## src/rtl/mbreq_pkg.sv

```systemverilog
package mbreq_pkg;
  typedef enum logic [1:0] {
    ST_IDLE  = 2'd0,
    ST_LEAD  = 2'd1,
    ST_SLOT  = 2'd2,
    ST_DUMMY = 2'd3
  } seq_state_e;
endpackage

```

## src/rtl/mbreq_slot_timer.sv

```systemverilog
module mbreq_slot_timer
  import mbreq_pkg::*;
#(
  parameter int LEAD = 184,
  parameter int WIN  = 1871,
  parameter int SLOT = 2064
) (
  input  logic clk_i,
  input  logic rst_ni,
  input  logic frm_start_i,
  input  logic cif_i,
  input  logic row_last_i,
  input  logic frame_last_i,
  output logic req_o,
  output logic win_close_o,
  output logic slot_end_o
);
  localparam int CMAX = (LEAD > SLOT) ? LEAD : SLOT;
  localparam int CW   = $clog2(CMAX + 1);

  seq_state_e    state_q;
  logic [CW-1:0] cnt_q;

  always_ff @(posedge clk_i or negedge rst_ni) begin
    if (!rst_ni) begin
      state_q <= ST_IDLE;
      cnt_q   <= '0;
    end else if (frm_start_i) begin
      state_q <= ST_LEAD;
      cnt_q   <= '0;
    end else begin
      case (state_q)
        ST_LEAD: begin
          if (cnt_q == CW'(LEAD - 1)) begin
            state_q <= ST_SLOT;
            cnt_q   <= '0;
          end else cnt_q <= cnt_q + 1'b1;
        end
        ST_SLOT: begin
          if (cnt_q == CW'(SLOT - 1)) begin
            cnt_q <= '0;
            if (frame_last_i)            state_q <= ST_IDLE;
            else if (row_last_i && cif_i) state_q <= ST_DUMMY;
          end else cnt_q <= cnt_q + 1'b1;
        end
        ST_DUMMY: begin
          if (cnt_q == CW'(SLOT - 1)) begin
            state_q <= ST_SLOT;
            cnt_q   <= '0;
          end else cnt_q <= cnt_q + 1'b1;
        end
        default: cnt_q <= '0;
      endcase
    end
  end

  assign req_o       = (state_q == ST_SLOT) && (cnt_q < CW'(WIN));
  assign win_close_o = (state_q == ST_SLOT) && (cnt_q == CW'(WIN));
  assign slot_end_o  = (state_q == ST_SLOT) && (cnt_q == CW'(SLOT - 1));
endmodule

```

## src/rtl/mbreq_numbering.sv

```systemverilog
module mbreq_numbering #(
  parameter int COLS      = 11,
  parameter int ROWS      = 3,
  parameter int GOBS_CIF  = 12,
  parameter int GOBS_QCIF = 3,
  parameter int GW        = $clog2(GOBS_CIF + 1),
  parameter int MW        = $clog2(COLS * ROWS + 1)
) (
  input  logic          clk_i,
  input  logic          rst_ni,
  input  logic          frm_start_i,
  input  logic          cif_i,
  input  logic          slot_end_i,
  output logic [GW-1:0] gob_o,
  output logic [MW-1:0] mb_o,
  output logic          row_last_o,
  output logic          frame_last_o
);
  localparam int XW = $clog2(COLS + 1);
  localparam int YW = $clog2(ROWS + 1);

  logic [XW-1:0] col_q;
  logic [YW-1:0] row_q;
  logic [GW-1:0] gob_q, gob_max;
  logic [MW-1:0] mb_q;
  logic          row_end, gob_end;

  assign gob_max      = cif_i ? GW'(GOBS_CIF) : GW'(GOBS_QCIF);
  assign row_end      = (col_q == XW'(COLS - 1));
  assign gob_end      = row_end && (row_q == YW'(ROWS - 1));
  assign row_last_o   = row_end;
  assign frame_last_o = gob_end && (gob_q == gob_max);

  always_ff @(posedge clk_i or negedge rst_ni) begin
    if (!rst_ni) begin
      col_q <= '0;
      row_q <= '0;
      gob_q <= GW'(1);
      mb_q  <= MW'(1);
    end else if (frm_start_i) begin
      col_q <= '0;
      row_q <= '0;
      gob_q <= GW'(1);
      mb_q  <= MW'(1);
    end else if (slot_end_i && !frame_last_o) begin
      if (gob_end) begin
        col_q <= '0;
        row_q <= '0;
        gob_q <= gob_q + 1'b1;
        mb_q  <= MW'(1);
      end else begin
        mb_q <= mb_q + 1'b1;
        if (row_end) begin
          col_q <= '0;
          row_q <= row_q + 1'b1;
        end else col_q <= col_q + 1'b1;
      end
    end
  end

  assign gob_o = gob_q;
  assign mb_o  = mb_q;
endmodule

```

## src/rtl/mbreq_capture.sv

```systemverilog
module mbreq_capture #(
  parameter int DW   = 8,
  parameter int PIX  = 64,
  parameter int BLKS = 6,
  parameter int PW   = $clog2(PIX),
  parameter int BW   = $clog2(BLKS)
) (
  input  logic          clk_i,
  input  logic          rst_ni,
  input  logic          frm_start_i,
  input  logic          req_i,
  input  logic          win_close_i,
  input  logic          pix_valid_i,
  input  logic [DW-1:0] pix_data_i,
  output logic          we_o,
  output logic [DW-1:0] data_o,
  output logic [BW-1:0] blk_o,
  output logic [PW-1:0] idx_o,
  output logic          full_o,
  output logic          underrun_o,
  output logic          overrun_o
);
  logic [PW-1:0] pix_q;
  logic [BW-1:0] blk_q;
  logic          full_q, accept;

  assign accept = pix_valid_i && req_i && !full_q;

  always_ff @(posedge clk_i or negedge rst_ni) begin
    if (!rst_ni) begin
      pix_q      <= '0;
      blk_q      <= '0;
      full_q     <= 1'b0;
      underrun_o <= 1'b0;
      overrun_o  <= 1'b0;
    end else if (frm_start_i) begin
      pix_q      <= '0;
      blk_q      <= '0;
      full_q     <= 1'b0;
      underrun_o <= 1'b0;
      overrun_o  <= 1'b0;
    end else begin
      if (pix_valid_i && !accept) overrun_o <= 1'b1;
      if (win_close_i) begin
        if (!full_q) underrun_o <= 1'b1;
        pix_q  <= '0;
        blk_q  <= '0;
        full_q <= 1'b0;
      end else if (accept) begin
        if (pix_q == PW'(PIX - 1)) begin
          pix_q <= '0;
          if (blk_q == BW'(BLKS - 1)) begin
            blk_q  <= '0;
            full_q <= 1'b1;
          end else blk_q <= blk_q + 1'b1;
        end else pix_q <= pix_q + 1'b1;
      end
    end
  end

  always_ff @(posedge clk_i or negedge rst_ni) begin
    if (!rst_ni) begin
      we_o   <= 1'b0;
      data_o <= '0;
      blk_o  <= '0;
      idx_o  <= '0;
    end else begin
      we_o <= accept;
      if (accept) begin
        data_o <= pix_data_i;
        blk_o  <= blk_q;
        idx_o  <= pix_q;
      end
    end
  end

  assign full_o = full_q;
endmodule

```

## src/rtl/mbreq_seq.sv

```systemverilog
module mbreq_seq #(
  parameter int DW        = 8,
  parameter int LEAD      = 184,
  parameter int WIN       = 1871,
  parameter int SLOT      = 2064,
  parameter int PIX       = 64,
  parameter int BLKS      = 6,
  parameter int COLS      = 11,
  parameter int ROWS      = 3,
  parameter int GOBS_CIF  = 12,
  parameter int GOBS_QCIF = 3,
  localparam int PW       = $clog2(PIX),
  localparam int BW       = $clog2(BLKS),
  localparam int GW       = $clog2(GOBS_CIF + 1),
  localparam int MW       = $clog2(COLS * ROWS + 1)
) (
  input  logic          clk_i,
  input  logic          rst_ni,
  input  logic          frame_i,
  input  logic          cif_i,
  input  logic          pix_valid_i,
  input  logic [DW-1:0] pix_data_i,
  output logic          req_o,
  output logic          pix_we_o,
  output logic [DW-1:0] pix_data_o,
  output logic [BW-1:0] pix_blk_o,
  output logic [PW-1:0] pix_idx_o,
  output logic          mb_done_o,
  output logic          mb_short_o,
  output logic [GW-1:0] gob_num_o,
  output logic [MW-1:0] mb_num_o,
  output logic          underrun_o,
  output logic          overrun_o
);
  logic frame_q, cif_q, frm_start;
  logic row_last, frame_last, slot_end, win_close, full;

  assign frm_start = frame_i && !frame_q;

  always_ff @(posedge clk_i or negedge rst_ni) begin
    if (!rst_ni) begin
      frame_q <= 1'b0;
      cif_q   <= 1'b0;
    end else begin
      frame_q <= frame_i;
      if (frm_start) cif_q <= cif_i;
    end
  end

  mbreq_slot_timer #(.LEAD(LEAD), .WIN(WIN), .SLOT(SLOT)) u_timer (
    .clk_i        (clk_i),
    .rst_ni       (rst_ni),
    .frm_start_i  (frm_start),
    .cif_i        (cif_q),
    .row_last_i   (row_last),
    .frame_last_i (frame_last),
    .req_o        (req_o),
    .win_close_o  (win_close),
    .slot_end_o   (slot_end)
  );

  mbreq_numbering #(
    .COLS(COLS), .ROWS(ROWS), .GOBS_CIF(GOBS_CIF), .GOBS_QCIF(GOBS_QCIF),
    .GW(GW), .MW(MW)
  ) u_num (
    .clk_i        (clk_i),
    .rst_ni       (rst_ni),
    .frm_start_i  (frm_start),
    .cif_i        (cif_q),
    .slot_end_i   (slot_end),
    .gob_o        (gob_num_o),
    .mb_o         (mb_num_o),
    .row_last_o   (row_last),
    .frame_last_o (frame_last)
  );

  mbreq_capture #(.DW(DW), .PIX(PIX), .BLKS(BLKS), .PW(PW), .BW(BW)) u_cap (
    .clk_i       (clk_i),
    .rst_ni      (rst_ni),
    .frm_start_i (frm_start),
    .req_i       (req_o),
    .win_close_i (win_close),
    .pix_valid_i (pix_valid_i),
    .pix_data_i  (pix_data_i),
    .we_o        (pix_we_o),
    .data_o      (pix_data_o),
    .blk_o       (pix_blk_o),
    .idx_o       (pix_idx_o),
    .full_o      (full),
    .underrun_o  (underrun_o),
    .overrun_o   (overrun_o)
  );

  assign mb_done_o  = win_close;
  assign mb_short_o = win_close && !full;
endmodule

```

## config.mk

```make
export PLATFORM = sky130hd
export DESIGN_NAME = mbreq_seq
export DESIGN_NICKNAME = d
export VERILOG_FILES = /design/src/rtl/mbreq_pkg.sv /design/src/rtl/mbreq_slot_timer.sv /design/src/rtl/mbreq_numbering.sv /design/src/rtl/mbreq_capture.sv /design/src/rtl/mbreq_seq.sv
export SDC_FILE = /design/constraint.sdc
export NUM_CORES = 1
export LEC_CHECK = 0
export BUFFER_PORTS_ARGS = -buffer_cell sky130_fd_sc_hd__buf_2
export CAP_MARGIN = 40
export CORE_AREA = 4 4 93 95
export CTS_CLUSTER_DIAMETER = 30
export DETAILED_ROUTE_END_ITERATION = 16
export DIE_AREA = 0 0 97 99
export GPL_ROUTABILITY_DRIVEN = 0
export PLACE_DENSITY_LB_ADDON = 0.15
export SLEW_MARGIN = 20
export SYNTH_ARGS = -nofsm -noshare
export SYNTH_HDL_FRONTEND = slang
export SYNTH_SLANG_ARGS = --single-unit
export TNS_END_PERCENT = 10
```

## constraint.sdc

```tcl
create_clock -name clk_i -period 3.1 [get_ports clk_i]
set_input_delay 0.31 -clock clk_i [delete_from_list [all_inputs] [get_ports clk_i]]
set_output_delay 0.31 -clock clk_i [all_outputs]
set_load 0.03 [all_outputs]
```

Yosys cells after proc, flatten, opt, wreduce, memory -nomap -nowiden --
Cells that the tools add are included.
Operators by class: add/sub/neg operators 7, $mul 0, divide/modulo/power cells 0, order comparisons 1, eq/ne operators 16, shift operators 0, mux-type cells 45, bitwise logic cells 0, reduce and logical (&&, ||, !) cells 32
Operators by type and width (count):
- 2-to-1 mux 6 bit | 7
- 2-to-1 mux 12 bit | 3
- 2-to-1 mux 4 bit | 8
- case mux 12 bit (2 select lines) | 1
- 2-to-1 mux 2 bit | 10
- 2-to-1 mux 3 bit | 5
- adder 12 x 1 -> 12 bit, second input constant | 1
- adder 6 x 1 -> 6 bit, second input constant | 2
- equality test 12 x 11 -> 1 bit, second input constant | 1
- equality test 12 bit, second input constant | 1
- equality test 12 x 8 -> 1 bit, second input constant | 1
- logical AND 1 bit | 12
- less-than comparator 12 x 11 -> 1 bit, second input constant | 1
- nonzero test 3 bit | 4
- 2-to-1 mux 1 bit | 10
- inequality test 3 x 2 -> 1 bit, second input constant | 3
- adder 4 x 1 -> 4 bit, second input constant | 2
- AND reduction 2 bit | 4
- nonzero test 2 bit | 4
- equality test 2 bit, second input constant | 3
- equality test 6 bit, second input constant | 1
- case mux 2 bit (3 select lines) | 1
- AND reduction 5 bit | 1
- equality test 4 bit | 1
- other kinds (11) | 14
Word-level totals: bits in registers 62, bits in latches 0, bits in writable memories 0, ROM bits 0, bits of input ports 13, output and inout bits 33, logic and storage cells 118, memories 0

Depth between registers and ports, before layout --
depth after elaboration 8, gate-level depth with buffers 9

Hierarchy --
Synthesis repeated with hierarchy kept, for this count alone.
Second synthesis, totals: cell total of the unflattened synthesis 304, area total of the unflattened synthesis 3169.3 sq um
By module, submodules not included:
- mbreq_capture | instances 1, cells an instance 103, area an instance 1282.5 sq um, seq. area each 750.7 sq um
- mbreq_numbering | instances 1, cells an instance 110, area an instance 1004.7 sq um, seq. area each 402.9 sq um
- mbreq_slot_timer | instances 1, cells an instance 86, area an instance 797.0 sq um, seq. area each 350.3 sq um
- mbreq_seq | instances 1, cells an instance 5, area an instance 85.1 sq um, seq. area each 50.0 sq um

Worst setup path before layout --
No wires, ideal clock.
kind reg-to-output, start point register u_timer.cnt_q[0], end point output port mb_short_o, arrival 1.540 ns, required time 2.790 ns, setup slack 1.250 ns, stages on the path, launching flop included 6, cell sequence dfrtp_1 -> ha_1 -> and3_1 -> and2_1 -> nand4_1 -> nor2_1
Between the ends: word-level cells in the longest chain between the ends 3
RTL lines:
- start: declaration | RTL line mbreq_slot_timer.sv:22 | logic [CW-1:0] cnt_q;
- start signal: assignment | RTL line mbreq_slot_timer.sv:37 | end else cnt_q <= cnt_q + 1'b1;
- start signal: assignment | RTL line mbreq_slot_timer.sv:44 | end else cnt_q <= cnt_q + 1'b1;
- start signal: assignment | RTL line mbreq_slot_timer.sv:50 | end else cnt_q <= cnt_q + 1'b1;
- equality test 12 x 11 -> 1 bit | RTL line mbreq_slot_timer.sv:58 | assign win_close_o = (state_q == ST_SLOT) && (cnt_q == CW'(WIN));
- logical AND 1 bit | RTL line mbreq_slot_timer.sv:58
- logical AND 1 bit | RTL line mbreq_seq.sv:95 | assign mb_short_o = win_close && !full;
- end: declaration | RTL line mbreq_seq.sv:29 | output logic mb_short_o,
No other way between the ends.

Worst setup path in the final report --
Ends and elaborated chain as after synthesis.

==> results.yml <==
status:
  status: "complete, but fails checks"
  violations: "negative hold slack"
setup_path:
  cp_cell_sequence: "ha_1, and3_1, and2_1, nand4_1, nor2_1, buf_2"
  criticalPathCategory: "flip-flop to output pin"
  path_buf_inv: 1
  start_kind: "flip-flop"
  rr_startpoint: "u_timer.cnt_q[0]"
  path_max_fanout: 5
  max_stage_delay_ns: 0.40
  required_ns: 2.79
  endpoint_kind: "output pin"
  ff2ff_setup_slack_ns: 0.82
  critical_path.slowest_cell: "dfrtp_1"
  path_delay_family: "simple AND/OR/NAND/NOR gates"
  worstRegToRegCells: 7
  cp.arrival_ns: 2.00
  reg2reg_to: "u_cap.pix_q[5]"
clocking:
  cts_hold_buf: 0
  clock-root-buffer: "clkbuf_8"
  cts_buffers: 9
  cts_max_level: 3
  cts.sinks: 62
  ctsLongestPathBuffers: 2
  cts_tree: "yes"
  insertion_delay_ns: 0.33
  cts.reportedPaths.clkPinSlew_ns: 0.07
  cts_setup_buffers: 0
  cts-resized-gates: 0
die:
  initial_core_util_pct: 39.9
  ios: 46
  die-width_um: 97
  die_h_um: 99
  die_area_um2: 9600
  row_count: 32
  core-area_um2: 7730
global_routing:
  grt-busiest-layer: "met2"
  use_met2_pct: 22.0
  gr-total-overflow: 0
  grt_pass1_wl_mm: 11.0
  grt_pass1_vias: 2259
  antenna_found_initial: 0
  grt_max_degree: 63
  grt_usage_pct: 14.0
  grt_use_met3_pct: 4.88
  met1_usage_pct: 18.6
sta:
  max_freq_mhz: 433
  final_hold_viol_count: 22
  slew_viol_final: 0
  fin_setup_tns_ns: 0
  rsz0062_at_grt: "no"
  period_minus_slack_ns: 2.31
  skew_ns: 0.00796
  hold_ws_ns: -0.00950
  slew_headroom_pct: 48.2
  setup_viol: 0
  tightest_slew_ns: 0.772
  min_period_over_period_pct: 74.5
detailed_routing:
  avgRoutedWirePerCell_um: 14.1
  first_pass_iters: 4
  ant_nets: 0
  viasPerCell: 5.07
  drt-initial-drc-count: 67
  drcViolationCount: 0
  vias: 2243
  wirelength_mm: 6.22
logic_synthesis:
  ys_seq_area_share_pct: 50.4
  netlist_area_um2: 3080
  netlist_instances: 285
  avgSynthCellArea_um2: 10.8
  yosysWarnings: 0
  ys.flop_type: "dfrtp_1"
  synth_seq_cells: 62
  syn_nets: 304
  ys_types: 55
  synthArstFlopShare_pct: 100
  synth_edf_count: 0
power:
  p_int_w: 0.00150
  ir_worst_vdd_v: 0.000351
  p_leak_nw: 1.68
  p_clk_share_pct: 32.0
  seqPwrFrac_pct: 44.5
  pwr-share-comb_pct: 23.5
  p_sw_share_pct: 32.4
  p_per_area_nw_per_um2: 620
  p_sw_w: 0.000721
place:
  dpl.hpwl_mm: 4.34
  numPortBuffers: 45
  dpl_cell_area_um2: 3370
finish:
  drive_gt1_share_pct: 27.1
  areaGrowthSynthToFinish_pct: 16.6
  fillers: 749
  final_area_um2: 3590
  n_antenna_cell: 0
  nNetsFinal: 354
run:
  cap_violations: 0
hold_path:
  hp-class: "input pin to async pin"
[power by group through the flow]
stage	Clock (W)	Combinational [W]	Sequential (W)
2_1_floorplan	0	0.000264	0.00113
3_5_place_dp	0	0.000530	0.00100
6_report	0.000712	0.000522	0.000991
4_1_cts	0.000734	0.000530	0.000991
3_3_place_gp	0	0.000525	0.00100
5_1_grt	0.000774	0.000575	0.00101
[layout by cell type (no fill, tap or decap), types with 5 or more instances in the layout]
| cell | count |
|---|---|
| a21oi_1 | 13 |
| and3_1 | 8 |
| buf_2 | 45 |
| clkbuf_8 | 10 |
| dfrtp_1 | 60 |
| ha_1 | 6 |
| inv_1 | 7 |
| mux2_1 | 7 |
| mux2_2 | 6 |
| mux2_4 | 5 |
| nand2_1 | 22 |
| nand3_1 | 19 |
| nand4_1 | 6 |
| nor2_1 | 30 |
| nor3_1 | 5 |
| o21ai_0 | 10 |
| or3_1 | 5 |
| xnor2_1 | 9 |
| xor2_1 | 5 |
[cell families after synthesis]
kind of cell	count (synthesis)	synth area share (%)
muxes	20	8.25
and+or+nand+nor	122	22.1
DFF	62	50.4
AOI/OAI and AO/OA	43	8.94
xor gates and xnor gates	14	3.98
buffers and inverters	18	3.82
adders and majority gates	6	2.44
[cells in the mapped netlist, types with 2 or more instances]
cell type / n / area (µm²)
a31oi_1: 3 / 18.8
mux2_1: 7 / 78.8
a21oi_2: 2 / 17.5
ha_1: 6 / 75.1
or3_1: 5 / 31.3
and3b_1: 2 / 17.5
nand3b_1: 3 / 22.5
mux2_4: 5 / 75.1
nor3b_2: 2 / 25.0
a21oi_1: 13 / 65.1
xnor2_1: 9 / 78.8
dfstp_2: 2 / 52.6
nand3_1: 19 / 95.1
clkbuf_1: 2 / 7.51
nand2b_1: 3 / 18.8
nor3_1: 5 / 25.0
buf_2: 2 / 10.0
inv_1: 7 / 26.3
mux2_2: 6 / 67.6
nand4_1: 6 / 37.5
xor2_1: 5 / 43.8
nor2b_1: 4 / 25.0
o21ai_1: 2 / 10.0
buf_6: 3 / 33.8
nor3b_1: 2 / 15.0
and3_1: 8 / 50.1
o211ai_1: 3 / 22.5
and4bb_2: 2 / 25.0
dfrtp_1: 60 / 1500
a311oi_1: 3 / 26.3
nand2_1: 22 / 82.6
nor2_1: 30 / 113
o21ai_0: 10 / 50.1
[how the worst max path moves through the flow]
| stage | start | endpoint | cells past startpoint | slack [ns] |
|---|---|---|---|---|
| after floorplan | u_timer.cnt_q[0] | mb_short_o | 5 | 1.25 |
| after global placement | u_timer.cnt_q[0] | u_cap.data_o[7] | 6 | 0.90 |
| after detailed placement | u_timer.cnt_q[0] | u_cap.pix_q[5] | 7 | 0.80 |
| after CTS | u_timer.cnt_q[0] | mb_short_o | 6 | 0.75 |
| after global routing | u_timer.cnt_q[0] | u_cap.pix_q[5] | 7 | 0.59 |
| final | u_timer.cnt_q[0] | mb_short_o | 6 | 0.79 |
[through the flow]
step | utilization, % | setup WS [ns] | instances | power (W)
global route | 46.5 | 0.593 | 442 | 0.00236
detailed placement | 43.7 | 0.800 | 425 | 0.00153
CTS | 46.2 | 0.750 | 441 | 0.00226
floorplan | - | 1.25 | 285 | 0.00139
finish | 46.5 | 0.789 | 442 | 0.00223
global placement | 43.7 | 0.899 | 425 | 0.00153
[state kept, by name, indices dropped and copies added (netlist names), 2 cells and up]
register,count
u_timer.cnt_q,12
u_cap.data_o,8
u_cap.idx_o,6
u_cap.pix_q,6
u_num.mb_o,6
u_num.col_q,4
u_num.gob_o,4
u_cap.blk_o,3
u_cap.blk_q,3
u_num.row_q,2
u_timer.state_q,2
[metal layers]
| layer | wire [µm] | up-vias |
|---|---|---|
| li1 | - | 1112 |
| met1 | 3020 | 1083 |
| met2 | 2850 | 42 |
| met3 | 278 | 6 |
| met4 | 66 | 0 |
| met5 | 0 | - |
[area by class of cell]
cell class                      count  area [µm²]  share of cell area [%]
Clock buffer                       10         138                    3.83
Inverter                            8        35.0                   0.975
Multi-Input combinational cell    205        1410                    39.2
Tap cell                          102         128                    3.55
Timing Repair Buffer               49         268                    7.45
Clock inverter                      6        61.3                    1.71
Sequential cell                    62        1550                    43.3
No activity file was read; power rests on OpenSTA's default activity.
